==> src/rtl/pms_pkg.sv <==
package pms_pkg;

   typedef enum logic [2:0] {
      PM_HWRST   = 3'd0,
      PM_RUN     = 3'd1,
      PM_IDLE    = 3'd2,
      PM_SRENTER = 3'd3,
      PM_SLEEP   = 3'd4,
      PM_WOSC    = 3'd5,
      PM_WPWR    = 3'd6
   } pm_state_t;

   localparam logic [1:0] ADDR_CTRL = 2'd0;
   localparam logic [1:0] ADDR_CFG  = 2'd1;
   localparam logic [1:0] ADDR_STAT = 2'd2;

   // cause bit positions in the status register
   localparam int CAUSE_SW   = 0;
   localparam int CAUSE_VDD  = 1;
   localparam int CAUSE_BATT = 2;

endpackage

==> src/rtl/pms_regs.sv <==
module pms_regs
   import pms_pkg::*;
#(
   parameter int DATA_W = 8
) (
   input  logic              clk,
   input  logic              rst_n,
   input  logic              we,
   input  logic [1:0]        addr,
   input  logic [DATA_W-1:0] wdata,
   output logic [DATA_W-1:0] rdata,
   input  logic              commit,
   input  logic [2:0]        cause,
   output logic              abort_en,
   output logic              force_sleep,
   output logic [2:0]        cfg,
   output logic [2:0]        status
);

   logic wr_ctrl, wr_cfg, wr_stat;
   logic unused_wdata;

   assign wr_ctrl      = we && (addr == ADDR_CTRL);
   assign wr_cfg       = we && (addr == ADDR_CFG);
   assign wr_stat      = we && (addr == ADDR_STAT);
   assign unused_wdata = ^wdata[DATA_W-1:3];

   always_ff @(posedge clk or negedge rst_n) begin
      if (!rst_n) begin
         abort_en    <= 1'b0;
         force_sleep <= 1'b0;
         cfg         <= '0;
         status      <= '0;
      end else begin
         if (wr_ctrl) abort_en <= wdata[0];
         // a commit consumes the request; it wins over a same-cycle write
         if (commit)       force_sleep <= 1'b0;
         else if (wr_ctrl) force_sleep <= wdata[1];
         if (wr_cfg) cfg <= wdata[2:0];
         status <= (wr_stat ? (status & ~wdata[2:0]) : status)
                   | (commit ? cause : 3'b000);
      end
   end

   always_comb begin
      rdata = '0;
      case (addr)
         ADDR_CTRL: rdata[1:0] = {force_sleep, abort_en};
         ADDR_CFG:  rdata[2:0] = cfg;
         ADDR_STAT: rdata[2:0] = status;
         default:   rdata      = '0;
      endcase
   end

endmodule

==> src/rtl/pms_wake_qual.sv <==
module pms_wake_qual #(
   parameter int N_WAKE       = 4,
   parameter int LOCKED_LINES = 2
) (
   input  logic [N_WAKE-1:0] gpio_wake,
   input  logic              rtc_alarm,
   input  logic              irq_pending,
   input  logic              vdd_fault_n,
   input  logic              batt_fault_n,
   input  logic              batt_lock,
   output logic              wake,
   output logic              fault_any,
   output logic              vdd_flt,
   output logic              batt_flt
);

   logic [N_WAKE-1:0] lock_mask;

   for (genvar i = 0; i < N_WAKE; i++) begin : g_mask
      assign lock_mask[i] = (i < LOCKED_LINES);
   end

   assign vdd_flt   = !vdd_fault_n;
   assign batt_flt  = !batt_fault_n;
   assign fault_any = vdd_flt || batt_flt;
   assign wake      = batt_lock ? (|(gpio_wake & lock_mask))
                                : ((|gpio_wake) || rtc_alarm || irq_pending);

endmodule

==> src/rtl/pms_delay.sv <==
module pms_delay #(
   parameter int W = 4
) (
   input  logic         clk,
   input  logic         rst_n,
   input  logic         load,
   input  logic [W-1:0] load_val,
   output logic         done
);

   logic [W-1:0] cnt;

   always_ff @(posedge clk or negedge rst_n) begin
      if (!rst_n)          cnt <= '0;
      else if (load)       cnt <= load_val;
      else if (cnt != '0)  cnt <= cnt - 1'b1;
   end

   assign done = (cnt == '0);

endmodule

==> src/rtl/pms_sequencer.sv <==
module pms_sequencer
   import pms_pkg::*;
#(
   parameter int N_WAKE       = 4,
   parameter int LOCKED_LINES = 2,
   parameter int OSC_WAIT     = 8,
   parameter int SETTLE       = 4,
   parameter int DATA_W       = 8
) (
   input  logic              clk,
   input  logic              rst_n,
   input  logic              wfi_req,
   input  logic              irq_pending,
   input  logic [N_WAKE-1:0] gpio_wake,
   input  logic              rtc_alarm,
   input  logic              vdd_fault_n,
   input  logic              batt_fault_n,
   input  logic              sr_ack,
   input  logic              reg_we,
   input  logic [1:0]        reg_addr,
   input  logic [DATA_W-1:0] reg_wdata,
   output logic [DATA_W-1:0] reg_rdata,
   output logic [2:0]        mode,
   output logic              cpu_clk_en,
   output logic              per_clk_en,
   output logic              sr_req,
   output logic              pwr_en,
   output logic              abort_req,
   output logic              osc_pd,
   output logic              card_float,
   output logic              cs_float
);

   localparam int DLY_MAX = (OSC_WAIT > SETTLE) ? OSC_WAIT : SETTLE;
   localparam int DLY_W   = $clog2(DLY_MAX + 1);
   localparam logic [DLY_W-1:0] OSC_LD = DLY_W'(OSC_WAIT - 1);
   localparam logic [DLY_W-1:0] SET_LD = DLY_W'(SETTLE - 1);

   initial begin
      assert (N_WAKE >= LOCKED_LINES && LOCKED_LINES >= 1)
         else $error("pms_sequencer: LOCKED_LINES must be 1..N_WAKE");
      assert (OSC_WAIT >= 1 && SETTLE >= 1)
         else $error("pms_sequencer: wait counts must be at least 1");
      assert (DATA_W >= 4)
         else $error("pms_sequencer: DATA_W must be at least 4");
   end

   pm_state_t        state, nxt;
   logic             commit;
   logic [2:0]       cause;
   logic             abort_en, force_sleep;
   logic [2:0]       cfg;
   logic [2:0]       status;
   logic             wake, fault_any, vdd_flt, batt_flt;
   logic             fault_q, fault_rise;
   logic             batt_lock;
   logic             dly_load, dly_done;
   logic [DLY_W-1:0] dly_val;
   logic             abort_q;
   logic             unused_status;

   assign unused_status = ^status;

   pms_regs #(.DATA_W(DATA_W)) u_regs (
      .clk         (clk),
      .rst_n       (rst_n),
      .we          (reg_we),
      .addr        (reg_addr),
      .wdata       (reg_wdata),
      .rdata       (reg_rdata),
      .commit      (commit),
      .cause       (cause),
      .abort_en    (abort_en),
      .force_sleep (force_sleep),
      .cfg         (cfg),
      .status      (status)
   );

   pms_wake_qual #(.N_WAKE(N_WAKE), .LOCKED_LINES(LOCKED_LINES)) u_wake (
      .gpio_wake    (gpio_wake),
      .rtc_alarm    (rtc_alarm),
      .irq_pending  (irq_pending),
      .vdd_fault_n  (vdd_fault_n),
      .batt_fault_n (batt_fault_n),
      .batt_lock    (batt_lock),
      .wake         (wake),
      .fault_any    (fault_any),
      .vdd_flt      (vdd_flt),
      .batt_flt     (batt_flt)
   );

   pms_delay #(.W(DLY_W)) u_delay (
      .clk      (clk),
      .rst_n    (rst_n),
      .load     (dly_load),
      .load_val (dly_val),
      .done     (dly_done)
   );

   assign fault_rise = fault_any && !fault_q;

   // cause priority: battery, then supply, then software
   always_comb begin
      cause = 3'b000;
      if (batt_flt)     cause[CAUSE_BATT] = 1'b1;
      else if (vdd_flt) cause[CAUSE_VDD]  = 1'b1;
      else              cause[CAUSE_SW]   = 1'b1;
   end

   always_comb begin
      nxt      = state;
      commit   = 1'b0;
      dly_load = 1'b0;
      dly_val  = '0;
      case (state)
         PM_HWRST: nxt = PM_RUN;
         PM_RUN: begin
            if ((fault_any && !abort_en) || force_sleep) begin
               nxt    = PM_SRENTER;
               commit = 1'b1;
            end else if (wfi_req) begin
               nxt = PM_IDLE;
            end
         end
         PM_IDLE: begin
            if (fault_any && !abort_en) begin
               nxt    = PM_SRENTER;
               commit = 1'b1;
            end else if ((abort_en && fault_rise) || irq_pending) begin
               nxt = PM_RUN;
            end
         end
         PM_SRENTER: if (sr_ack) nxt = PM_SLEEP;
         PM_SLEEP: begin
            if (!fault_any && wake) begin
               dly_load = 1'b1;
               if (cfg[0]) begin
                  nxt     = PM_WOSC;
                  dly_val = OSC_LD;
               end else begin
                  nxt     = PM_WPWR;
                  dly_val = SET_LD;
               end
            end
         end
         PM_WOSC: begin
            if (fault_any) begin
               nxt    = PM_SLEEP;
               commit = 1'b1;
            end else if (dly_done) begin
               nxt      = PM_WPWR;
               dly_load = 1'b1;
               dly_val  = SET_LD;
            end
         end
         PM_WPWR: begin
            if (fault_any) begin
               nxt    = PM_SLEEP;
               commit = 1'b1;
            end else if (dly_done) begin
               nxt = PM_RUN;
            end
         end
         default: nxt = PM_HWRST;
      endcase
   end

   always_ff @(posedge clk or negedge rst_n) begin
      if (!rst_n) begin
         state     <= PM_HWRST;
         fault_q   <= 1'b0;
         abort_q   <= 1'b0;
         batt_lock <= 1'b0;
      end else begin
         state     <= nxt;
         fault_q   <= fault_any;
         abort_q   <= ((state == PM_RUN) || (state == PM_IDLE)) && abort_en && fault_rise;
         if (commit) batt_lock <= batt_flt;
      end
   end

   always_comb begin
      cpu_clk_en = 1'b0;
      per_clk_en = 1'b0;
      sr_req     = 1'b0;
      pwr_en     = 1'b1;
      case (state)
         PM_RUN:     begin cpu_clk_en = 1'b1; per_clk_en = 1'b1; end
         PM_IDLE:    per_clk_en = 1'b1;
         PM_SRENTER: begin per_clk_en = 1'b1; sr_req = 1'b1; end
         PM_SLEEP:   begin sr_req = 1'b1; pwr_en = 1'b0; end
         PM_WOSC:    begin sr_req = 1'b1; pwr_en = 1'b0; end
         PM_WPWR:    sr_req = 1'b1;
         default:    ;
      endcase
   end

   assign mode       = state;
   assign abort_req  = abort_q;
   assign osc_pd     = cfg[0] && (state == PM_SLEEP);
   assign card_float = cfg[1] && (state == PM_SLEEP);
   assign cs_float   = cfg[2] && (state == PM_SLEEP);

endmodule

==> config.mk <==
export PLATFORM = sky130hd
export DESIGN_NAME = pms_sequencer
export DESIGN_NICKNAME = d
export VERILOG_FILES = /design/src/rtl/pms_pkg.sv /design/src/rtl/pms_regs.sv /design/src/rtl/pms_wake_qual.sv /design/src/rtl/pms_delay.sv /design/src/rtl/pms_sequencer.sv
export SDC_FILE = /design/constraint.sdc
export NUM_CORES = 1
export LEC_CHECK = 0
export ABC_AREA = 1
export BUFFER_PORTS_ARGS = -buffer_cell sky130_fd_sc_hd__buf_2
export CORE_MARGIN = 2
export CORE_UTILIZATION = 40
export DETAILED_ROUTE_END_ITERATION = 8
export PLACE_DENSITY = 0.76
export SLEW_MARGIN = 30
export SYNTH_ARGS = -nofsm -noshare
export SYNTH_HDL_FRONTEND = slang
export SYNTH_SLANG_ARGS = --single-unit
==> constraint.sdc <==
create_clock -name clk -period 1.7 [get_ports clk]
set_input_delay 0.34 -clock clk [delete_from_list [all_inputs] [get_ports clk]]
set_output_delay 0.34 -clock clk [all_outputs]
set_load 0.05 [all_outputs]
==> results_dict.tcl <==
set metrics [dict create \
    status "finished, final reports clean" \
    place_hpwl_mm 2.18 \
    critPathKind "flip-flop to output pin" \
    final-setup-viol-count 0 \
    period_needed_ps 1690 \
    final-hold-violation-count 0 \
    reg2reg_depth 8 \
    wl_per_cell_um 10.9 \
    die-area_um2 3570 \
    fp.dieW_um 59.7 \
    critical_path_arrival_ps 1350 \
    nets 252 \
    hold_path_depth 4 \
    crit_path_end_kind "output pin" \
    power.leakage_nw 0.888 \
    row_count 20 \
    final_antenna_net_count 0 \
    vias 1260 \
    hold_path_class "primary input to flip-flop" \
    layout_setup_ws_ps 9.81 \
    synth_top_cell_area_share_pct 36.3 \
    clock_path_buffers 2 \
    critical_path.reg2reg.endpoint "u_delay.cnt[0]" \
    cp_data_required_time_ps 1360 \
    clkLatencyLatePin_ps 300 \
    max_cap_violations 0 \
    number_of_global_route_vias_before_repair 1169 \
    detail_route.vias_per_cell 4.92 \
    r2r_slack_ps 240 \
    layout.core_utilization_pct 52.4 \
    synth_top_area_cell "sky130_fd_sc_hd__dfrtp_1" \
    synth_area_per_cell_um2 6.83 \
    synthCells 182 \
    count_of_cell_types_in_the_netlist 27 \
    totalWireLength_mm 2.78 \
    power.ir.vdd_worst_mv 0.625 \
    coreArea_um2 3000 \
    number_of_enable_type_register_cells_in_the_synthesized_netlist 0 \
    synth_async_sr_flop_share_pct 100 \
    min_delay_worst_endpoint "u_regs.status[1]" \
    initial_utilization_pct 41.4 \
    timing.hold.worst.start "vdd_fault_n" \
    grt_overflow_total 0 \
    grt_setup_unrepaired "true" \
    ios 42 \
    layout_commonest_cell "sky130_fd_sc_hd__nand2_1" \
    antenna_found_initial 0 \
    first_iter_violations 32 \
    tritoncts "done" \
    finalCritPeriodShare_pct 99.4 \
    place_worst_setup_slack_ps 123 \
    port-buffer-count 31 \
    setup-tns-final_ps 0 \
    final_layout_size_suffix_gt1_share_pct 28.3 \
    ys.warnings.count 0 \
    achievable_freq_ghz 0.592 \
    synth-seq-cells 18 \
    final_max_slew_viol_count 0 \
    gr-usage-all-layers_pct 17.4 \
    drc 0 \
    post_route_clock_skew_ps 4.08 \
    cts_root_buf "sky130_fd_sc_hd__clkbuf_4" \
    worst_r2r_startpoint "u_delay.cnt[0]" \
    die_boundary_height_um 59.7 \
    clk_pin_slew_worst_paths_ps 110 \
    worst_setup_path_start_kind "flip-flop" \
    detailedRoute.firstPassIterationCount 4 \
    cts_max_level 1 \
    post_synth_instance_area_um2 1240 \
    num_cts_buffers 3 \
    synth.yosys.seq_area_share_pct 36.3 \
    clock-sinks 18 \
    layout-area-overhead-vs-synth_pct 26.7 \
    antennaDiodeCount 0 \
    gp_congestion 0.913 \
    most-common-layout-cells "62 x sky130_fd_sc_hd__nand2_1, 25 x sky130_fd_sc_hd__buf_2, 22 x sky130_fd_sc_hd__inv_1" \
    crit_fanout 4 \
    grt_max_degree 19 \
    worst_slack_on_hold_paths_ps 293 \
    power.density_nw_per_um2 1770 \
    yosys_most_used_dff "sky130_fd_sc_hd__dfrtp_1" \
    yosys-top-cells-area "sky130_fd_sc_hd__dfrtp_1 36%, sky130_fd_sc_hd__nand2_1 19%, sky130_fd_sc_hd__inv_1 7.6%" \
    grt_pass1_wl_mm 4.80 \
]
[critical path, stage by stage, from the launching register on]
cell and delay [ps]:
sky130_fd_sc_hd__dfrtp_2 480, sky130_fd_sc_hd__buf_4 170, sky130_fd_sc_hd__nand3_2 90, sky130_fd_sc_hd__nand4_1 130, sky130_fd_sc_hd__buf_6 190
[final cells by class]
cell class / count / area, um^2
fill: 300 / 1430
sequential: 18 / 454
multi-input combinational: 134 / 678
timing repair buffer: 39 / 251
inverter: 28 / 113
clock buffer: 4 / 36.3
tap: 33 / 41.3
[per-stage QoR]
stage | instance area, um^2 | power [mW] | cells
6_report | 1570 | 2.79 | 256
5_1_grt | 1570 | 3.03 | 256
4_1_cts | 1520 | 2.68 | 252
3_5_place_dp | 1430 | 2.28 | 245
3_3_place_gp | 1430 | 2.25 | 245
2_1_floorplan | 1270 | 1.96 | 186
[where the power goes]
| group | internal (mW) | total (mW) | switching [mW] |
|---|---|---|---|
| clock network | 0.131 | 0.270 | 0.140 |
| registers | 0.596 | 0.767 | 0.172 |
| logic | 0.620 | 1.75 | 1.13 |
| total | 1.35 | 2.79 | 1.44 |
[cells by family (layout without fill, tap and decap cells)]
logic type	Yosys count	in the layout	synth area share [%]
other	1	5	0.302
adder cells (fa/ha/maj)	5	5	5.04
buffers and inverters	34	71	12.6
XOR/XNOR	2	2	1.41
AND/OR/NAND/NOR	107	107	38.0
flip-flops	18	18	36.3
AO/OA/AOI/OAI	15	15	6.44
[state kept, by name, summed over array words and instances, names as in the netlist]
name and cells:
abort_req 1, batt_lock 1, fault_q 1, mode 3, u_delay.cnt 4, u_regs.abort_en 1
u_regs.cfg 3, u_regs.force_sleep 1, u_regs.status 3
[Yosys cell counts, types with 2 or more instances]
| library cell | count |
|---|---|
| sky130_fd_sc_hd__o21ai_0 | 11 |
| sky130_fd_sc_hd__nand4_1 | 3 |
| sky130_fd_sc_hd__nand3_2 | 4 |
| sky130_fd_sc_hd__nand2_1 | 63 |
| sky130_fd_sc_hd__nand2_2 | 2 |
| sky130_fd_sc_hd__inv_1 | 25 |
| sky130_fd_sc_hd__nor2_1 | 17 |
| sky130_fd_sc_hd__dfrtp_1 | 18 |
| sky130_fd_sc_hd__buf_4 | 5 |
| sky130_fd_sc_hd__ha_1 | 5 |
| sky130_fd_sc_hd__nand3_1 | 13 |
[routing by layer]
layer | track usage (%) | vias up | share of wire (%)
li1 | - | 638 | -
met1 | 22.2 | 577 | 44
met2 | 30.3 | 43 | 50
met3 | 4.11 | 2 | 5.5
met4 | 2.86 | 0 | 0.54
met5 | 0 | - | 0
[how the worst max path moves through the flow]
stage | from | end | cells past startpoint
2_1_floorplan | mode[2] | mode[2] | 8
3_3_place_gp | reg_addr[0] | reg_rdata[0] | 8
3_5_place_dp | reg_addr[0] | reg_rdata[0] | 8
4_1_cts | mode[0] | per_clk_en | 6
5_1_grt | mode[1] | sr_req | 5
6_report | mode[0] | sr_req | 4
[repair_timing]
| item | 4_1_cts | 5_1_grt |
|---|---|---|
| endpoints found under the setup margin | 5 | 4 |
| hold buffers | 1 | 0 |
| pin swaps | 0 | 4 |
| setup buffers | 2 | 4 |
| gates resized for setup | 12 | 8 |
| hold endpoints to repair | 18 | 0 |
No activity file was read; power rests on OpenSTA's default activity.
